<file path="src/rtl/bus_hold_ctrl.sv">
module bus_hold_ctrl #(
  parameter int ADDR_W = 16,
  parameter int BEAT_W = 2
) (
  input  logic              clk,
  input  logic              rst,
  input  logic              req_valid,
  input  logic [ADDR_W-1:0] req_addr,
  input  logic              req_burst,
  output logic              req_take,
  input  logic              hold_req,
  input  logic              backoff_n,
  input  logic              rdy_n,
  input  logic              brdy_n,
  output logic [ADDR_W-1:0] bus_addr,
  output logic              addr_en,
  output logic              bus_float,
  output logic              hold_ack,
  output logic              beat_ack,
  output logic              cyc_done,
  output logic              bus_req
);
  localparam int S_IDLE  = 0;
  localparam int S_ACT   = 1;
  localparam int S_HPEND = 2;
  localparam int S_HELD  = 3;
  localparam int S_BOFF  = 4;
  localparam logic [4:0] ONE_IDLE = 5'd1 << S_IDLE;
  localparam logic [4:0] ONE_HELD = 5'd1 << S_HELD;
  localparam logic [BEAT_W-1:0] LAST = '1;

  logic [4:0]        st, st_nx;
  logic [ADDR_W-1:0] cyc_addr;
  logic              cyc_burst;
  logic [BEAT_W-1:0] beat;
  logic              pend;
  logic              in_cyc, floated, restart;

  assign in_cyc    = st[S_ACT] | st[S_HPEND];
  assign floated   = st[S_HELD] | st[S_BOFF];
  assign restart   = backoff_n & floated & ~hold_req & pend;

  assign addr_en   = in_cyc;
  assign bus_float = floated;
  assign hold_ack  = st[S_HELD];
  assign beat_ack  = in_cyc & backoff_n & (cyc_burst ? ~brdy_n : ~rdy_n);
  assign cyc_done  = beat_ack & (~cyc_burst | (beat == LAST));
  assign req_take  = st[S_IDLE] & req_valid & ~hold_req & backoff_n;
  assign bus_req   = req_valid | in_cyc | pend;
  assign bus_addr  = cyc_burst ? {cyc_addr[ADDR_W-1:BEAT_W], beat} : cyc_addr;

  always_comb begin
    st_nx = '0;
    if (!backoff_n)
      st_nx[S_BOFF] = 1'b1;
    else if (in_cyc) begin
      if (cyc_done) st_nx[hold_req ? S_HELD : S_IDLE] = 1'b1;
      else          st_nx[hold_req ? S_HPEND : S_ACT] = 1'b1;
    end else if (floated) begin
      if (hold_req)  st_nx[S_HELD] = 1'b1;
      else if (pend) st_nx[S_ACT]  = 1'b1;
      else           st_nx[S_IDLE] = 1'b1;
    end else if (hold_req)
      st_nx[S_HELD] = 1'b1;
    else if (req_valid)
      st_nx[S_ACT] = 1'b1;
    else
      st_nx[S_IDLE] = 1'b1;
  end

  always_ff @(posedge clk) begin
    if (rst) begin
      st        <= hold_req ? ONE_HELD : ONE_IDLE;
      pend      <= 1'b0;
      beat      <= '0;
      cyc_addr  <= '0;
      cyc_burst <= 1'b0;
    end else begin
      st <= st_nx;
      if (req_take) begin
        cyc_addr  <= req_addr;
        cyc_burst <= req_burst;
      end
      if (req_take || restart)      beat <= '0;
      else if (beat_ack && !cyc_done) beat <= beat + 1'b1;
      if (!backoff_n && in_cyc) pend <= 1'b1;
      else if (restart)         pend <= 1'b0;
    end
  end

  logic seen;
  always_ff @(posedge clk) seen <= ~rst;

  AST_BOFF_FLOATS: assert property (@(posedge clk) disable iff (rst || !seen)
    !backoff_n |=> bus_float && !hold_ack && !addr_en);
  AST_DONE_RELEASES: assert property (@(posedge clk) disable iff (rst || !seen)
    cyc_done |=> !addr_en);
  AST_ADDR_HELD: assert property (@(posedge clk) disable iff (rst || !seen)
    addr_en && $past(addr_en) && !$past(beat_ack) |-> $stable(bus_addr));
  AST_ACK_AFTER_CYCLE: assert property (@(posedge clk) disable iff (rst || !seen)
    $rose(hold_ack) |-> $past(!addr_en || cyc_done));
  AST_ACK_DROP: assert property (@(posedge clk) disable iff (rst || !seen)
    $fell(hold_ack) |-> $past(!hold_req || !backoff_n));
endmodule

</file>
<file path="config.mk">
export PLATFORM = sky130hd
export DESIGN_NAME = bus_hold_ctrl
export DESIGN_NICKNAME = d
export VERILOG_FILES = /design/src/rtl/bus_hold_ctrl.sv
export SDC_FILE = /design/constraint.sdc
export NUM_CORES = 1
export LEC_CHECK = 0
export CAP_MARGIN = 0
export CORE_MARGIN = 2
export CORE_UTILIZATION = 42
export DETAILED_ROUTE_END_ITERATION = 16
export MAX_ROUTING_LAYER = met4
export PLACE_DENSITY = 0.79
export SLEW_MARGIN = 20
export SYNTH_ARGS = -nofsm -noshare
export SYNTH_HDL_FRONTEND = slang
export SYNTH_SLANG_ARGS = --single-unit
</file>
<file path="constraint.sdc">
create_clock -name clk -period 1.75 [get_ports clk]
set_input_delay 0.35 -clock clk [delete_from_list [all_inputs] [get_ports clk]]
set_output_delay 0.35 -clock clk [all_outputs]
set_load 0.005 [all_outputs]
</file>
Word-level counts from Yosys, hierarchy flattened

Cells that the tools add are included.

Input bits: 24
Output and inout port bits: 23
Register bits after elaboration: 25
Word-level logic and storage cells: 65

Mux-type cells: 27
Equal/unequal tests: 1
$lt $le $gt $ge: 4
Add/subtract/negate cells: 1
Reductions and logical operators: 9
Bitwise logic cells: 18

Operators by type and width:

| operator            | count |
|---|---|
| $mux 1              | 14 |
| $mux 2              | 7 |
| $mux 5              | 2 |
| $and 1x1->1         | 9 |
| $lt 2x4->1 const B  | 2 |
| $mux 4              | 2 |
| $demux 1 s3         | 2 |
| $or 1x1->1          | 5 |
| $ge 2x1->1 const B  | 2 |
| $logic_and 1x1->1   | 4 |
| $not 1->1           | 4 |
| $add 2x1->2 const B | 1 |
| $eq 2x2->1 const B  | 1 |
| $logic_not 1->1     | 2 |
| $reduce_bool 2->1   | 1 |
| $reduce_or 2->1     | 1 |
| $logic_or 1x1->1    | 1 |

Depth between registers and ports, before layout

Depth after elaboration: 9
Gate-level depth with buffers: 5
Gate-level depth less buffers: 4

Worst setup path after synthesis

OpenSTA, ideal clock, no wires.

Path type: flip-flop to flip-flop
From: register beat[0]
To: register beat[0]
Cell stages (with the launch flop): 5
Data arrival time: 1.303 ns
Setup slack: 0.376 ns
Data required time: 1.679 ns
Path through: dfxtp_1 > ha_1 > or3b_1 > or3_1 > a21oi_1

Longest elaborated chain between the ends: 5

RTL lines:

| what                   | RTL line | RTL |
|---|---|---|
| start, declared        | 35       | `logic [BEAT_W-1:0] beat;` |
| start signal, assigned | 85       | `else if (beat_ack && !cyc_done) beat <= beat + 1'b1;` |
| $eq 2x2->1             | 47       | `assign cyc_done = beat_ack & (~cyc_burst \| (beat == LAST));` |
| $or 1x1->1             | 47       |  |
| $and 1x1->1            | 47       |  |
| $logic_not 1->1        | 85       |  |
| $logic_and 1x1->1      | 85       |  |

Parallel ways exist; a longest one is shown, timed or not.
A chain may end at the register's enable or synchronous reset.

Worst setup path after layout

From: register st[2]
To: output port cyc_done

Longest elaborated chain between the ends: 4

RTL lines:

| what                      | RTL line | RTL |
|---|---|---|
| start, declared           | 32       | `logic [4:0] st, st_nx;` |
| start signal, assigned    | 73       | `st <= hold_req ? ONE_HELD : ONE_IDLE;` |
| start signal, assigned    | 79       | `st <= st_nx;` |
| $or 1x1->1                | 39       | `assign in_cyc = st[S_ACT] \| st[S_HPEND];` |
| $and 1x1->1 (2 in series) | 46       | `assign beat_ack = in_cyc & backoff_n & (cyc_burst ? ~brdy_n : ~rdy_n);` |
| $and 1x1->1               | 47       |  |
| end, declared             | 20       | `output logic cyc_done,` |

No other way between the ends.

==> flow_metrics.tcl <==
set metrics [dict create \
    start_util 0.4499 \
    routed_via_density 5.041 \
    hold_ws_ns 0.4622 \
    synthToLayoutAreaGrowth_pct 52.70 \
    cp_data_required_time_ns 1.40 \
    p_total_mw 0.9983 \
    die_w_um 55.98 \
    skew_ns 0.01052 \
    crit_slowest_cell "dfxtp_2" \
    report.final.slew_viol_count 0 \
    path_delay_family "compound AO/OA/AOI/OAI gates" \
    crit_end "cyc_done" \
    diodes 0 \
    avgSynthCellArea_sq_um 8.344 \
    drtPass1Iterations 4 \
    worstMarginPinSlew_ns 0.3308 \
    regArea_sq_um 506.7 \
    worstPathArrival_ns 1.41 \
    p_leak_nw 0.6781 \
    yosysWarnings 0 \
    max-slew-margin-rel 0.7767 \
    rsz0062_at_grt "yes" \
    grt_first_pass_wirelength_um 4678 \
    multi_input_area_sq_um 516.7 \
    numClockSinks 25 \
    yosysTopAreaCellShare 0.4410 \
    wl_per_cell_um 12.92 \
    ys_ff_latch 25 \
    hold_buffers 0 \
    dpl_cell_area_sq_um 1625 \
    grt_pass1_vias 1121 \
    ant_nets 0 \
    syn_nets 161 \
    cts_tree "built" \
    grtUsageTotal 0.1921 \
    worst_slack_ns -0.01494 \
    max_freq_mhz 566.6 \
    max_stage_delay_ns 0.37 \
    die_y_um 55.98 \
    drive_gt1_frac 0.2275 \
    gr-total-overflow 0 \
    r2r_cells 4 \
    hold_class "flip-flop to flip-flop" \
    synth_cells 136 \
    clkLatencyLatePin_ns 0.32 \
    drtIter0Drc 13 \
    cp_max_fo 2 \
    vdd_drop_max_mv 0.4854 \
    antenna_found_initial 0 \
    yosysTopAreaCell "dfxtp_1" \
    ioPinCount 47 \
    layout_min_cycle_time_ns 1.765 \
    vias 1104 \
    crit_buf_inv 2 \
    setup_violations 1 \
    gp_congestion 0.7977 \
    design_area_sq_um 1733 \
    ys_seq_area_frac 0.4410 \
    nFillCells 210 \
    r2r_slack_ns 0.32 \
    path_clk_slew_ns 0.14 \
    worstSetupPathDepth 4 \
    finalHoldViolations 0 \
    max-cap-violations 0 \
    synth_top_cells_by_area "dfxtp_1, nand2_1, buf_4, a21oi_1, mux2_2" \
    grt_max_degree 19 \
    cts_max_level 1 \
    status "complete, but fails checks" \
    core_region_area_sq_um 2522 \
    crit_path_cell_trace "buf_4 -> o21ai_4 -> a2111oi_4 -> buf_2" \
    synth_area_sq_um 1135 \
    clock_path_buffers 2 \
    drc 0 \
    timing.setup.tns_ns -0.01494 \
    rows 18 \
    critPathLaunch "st[2]$_SDFF_PP0_" \
    clockRootBuffer "clkbuf_4" \
    num-nets-final 215 \
    power_density_nw_per_um2 576.1 \
    cts_buffers 3 \
    r2r_end "beat[0]$_SDFFE_PP0P_" \
    die_area_sq_um 3134 \
    routed_wl_um 2830 \
    fin_crit_sh 1.009 \
    dp_hpwl_um 2089 \
    cp-start-kind "flip-flop" \
    netlist-cell-type-count 29 \
    critPathKind "flip-flop to output pin" \
    violations "setup timing" \
    endpoint_kind "output pin" \
    numPortBuffers 46 \
    r2r_start "beat[0]$_SDFFE_PP0P_" \
]
where the power goes:
group / leakage [nW] / total [mW] / switching [mW] / internal [mW]
sequential: 0.205 / 0.588 / 0.00638 / 0.582
clock: 0.0177 / 0.252 / 0.167 / 0.0855
combinational: 0.455 / 0.158 / 0.0584 / 0.0997
total: 0.678 / 0.998 / 0.231 / 0.767
kinds of logic (layout without fill, tap and decap cells):
kind of cell	Yosys count	count (layout)	synth area share
adder cells (fa/ha/maj)	1	1	0.01102
AND/OR/NAND/NOR	49	49	0.2018
buffers and inverters	25	78	0.1389
multiplexers	4	4	0.03859
AO/OA/AOI/OAI	32	32	0.1687
flip-flops	25	25	0.4410
synth_stat cells:
master / number
a221oi_1: 1
mux2_2: 3
nand2b_1: 2
dfxtp_1: 25
ha_1: 1
nor2b_1: 1
or3_1: 3
or3b_1: 1
a211oi_1: 1
nand2_1: 34
o311ai_0: 1
buf_6: 1
and2b_1: 1
a21oi_1: 20
a2111oi_2: 1
nor2_1: 4
o21ai_0: 4
and3b_1: 1
clkbuf_1: 3
a21boi_0: 1
nand4b_2: 1
o22ai_1: 1
buf_4: 15
nor4b_1: 1
a2111oi_0: 1
inv_1: 5
inv_2: 1
mux2i_1: 1
o21ai_2: 1
metrics by stage:
stage | setup WS, ns | cells | utilization
6_report | -0.01494 | 219 | 0.6870
2_1_floorplan | 0.3765 | 136 | -
3_3_place_gp | -0.4412 | 210 | 0.6443
3_5_place_dp | -0.5200 | 210 | 0.6443
5_1_grt | -0.07161 | 219 | 0.6870
4_1_cts | -0.05770 | 217 | 0.6662
placed cells by master (no fill, tap or decap), types with 2 or more instances in the layout:
| cell | synthesis | final |
|---|---|---|
| clkbuf_4 | 0 | 3 |
| dfxtp_2 | 0 | 5 |
| clkdlybuf4s15_1 | 0 | 3 |
| nand2_1 | 34 | 34 |
| mux2_2 | 3 | 3 |
| nand2b_1 | 2 | 2 |
| o21ai_0 | 4 | 4 |
| buf_4 | 15 | 19 |
| clkdlybuf4s50_1 | 0 | 37 |
| inv_1 | 5 | 5 |
| or3_1 | 3 | 3 |
| dfxtp_1 | 25 | 20 |
| buf_2 | 0 | 2 |
| buf_6 | 1 | 3 |
| nor2_1 | 4 | 3 |
| dlygate4sd2_1 | 0 | 4 |
| a21oi_1 | 20 | 20 |
worst min-delay path by stage:
| stage | startpoint | end | depth (start not counted) |
|---|---|---|---|
| 6_report | cyc_addr[1]$_SDFFE_PP0P_ | cyc_addr[1]$_SDFFE_PP0P_ | 2 |
| 5_1_grt | cyc_addr[1]$_SDFFE_PP0P_ | cyc_addr[1]$_SDFFE_PP0P_ | 2 |
| 4_1_cts | backoff_n | st[4]$_SDFF_PP0_ | 3 |
| 3_5_place_dp | cyc_addr[1]$_SDFFE_PP0P_ | cyc_addr[1]$_SDFFE_PP0P_ | 2 |
| 3_3_place_gp | cyc_addr[10]$_SDFFE_PP0P_ | cyc_addr[10]$_SDFFE_PP0P_ | 2 |
| 2_1_floorplan | backoff_n | st[4]$_SDFF_PP0_ | 1 |
worst reg2reg max path: stages, from the launching register on:
cell and delay [ns]:
dfxtp_2 0.36, ha_4 0.16, or3b_1 0.37, or3_1 0.32
a21oi_1 0.16
what timing repair did:
item / CTS / global route
setup endpoints to repair: 7 / 5
setup buffers: 3 / 2
resized for setup: 22 / 10
cloned: 0 / 0
pin swaps: 0 / 1
state kept, by name (all words and copies together) (netlist names):
register	flops
st	5
pend	1
beat	2
cyc_burst	1
cyc_addr	16
per-layer routing:
layer	part of all wire	vias to the layer above	GRT usage
met5	0	-	-
met4	0.046	0	0.09864
met3	0.071	14	0.06047
met2	0.50	46	0.3412
met1	0.39	495	0.1853
li1	-	549	-
final cells by class:
class / count / share of cell area
inverters: 6 / 0.01300
flip-flops and latches: 25 / 0.2924
repair buffers: 68 / 0.3588
clock buffers: 3 / 0.01300
multi-input cells: 86 / 0.2982
well taps: 30 / 0.02166
clock inverters: 1 / 0.002888
(Power assumes the default switching activity.)
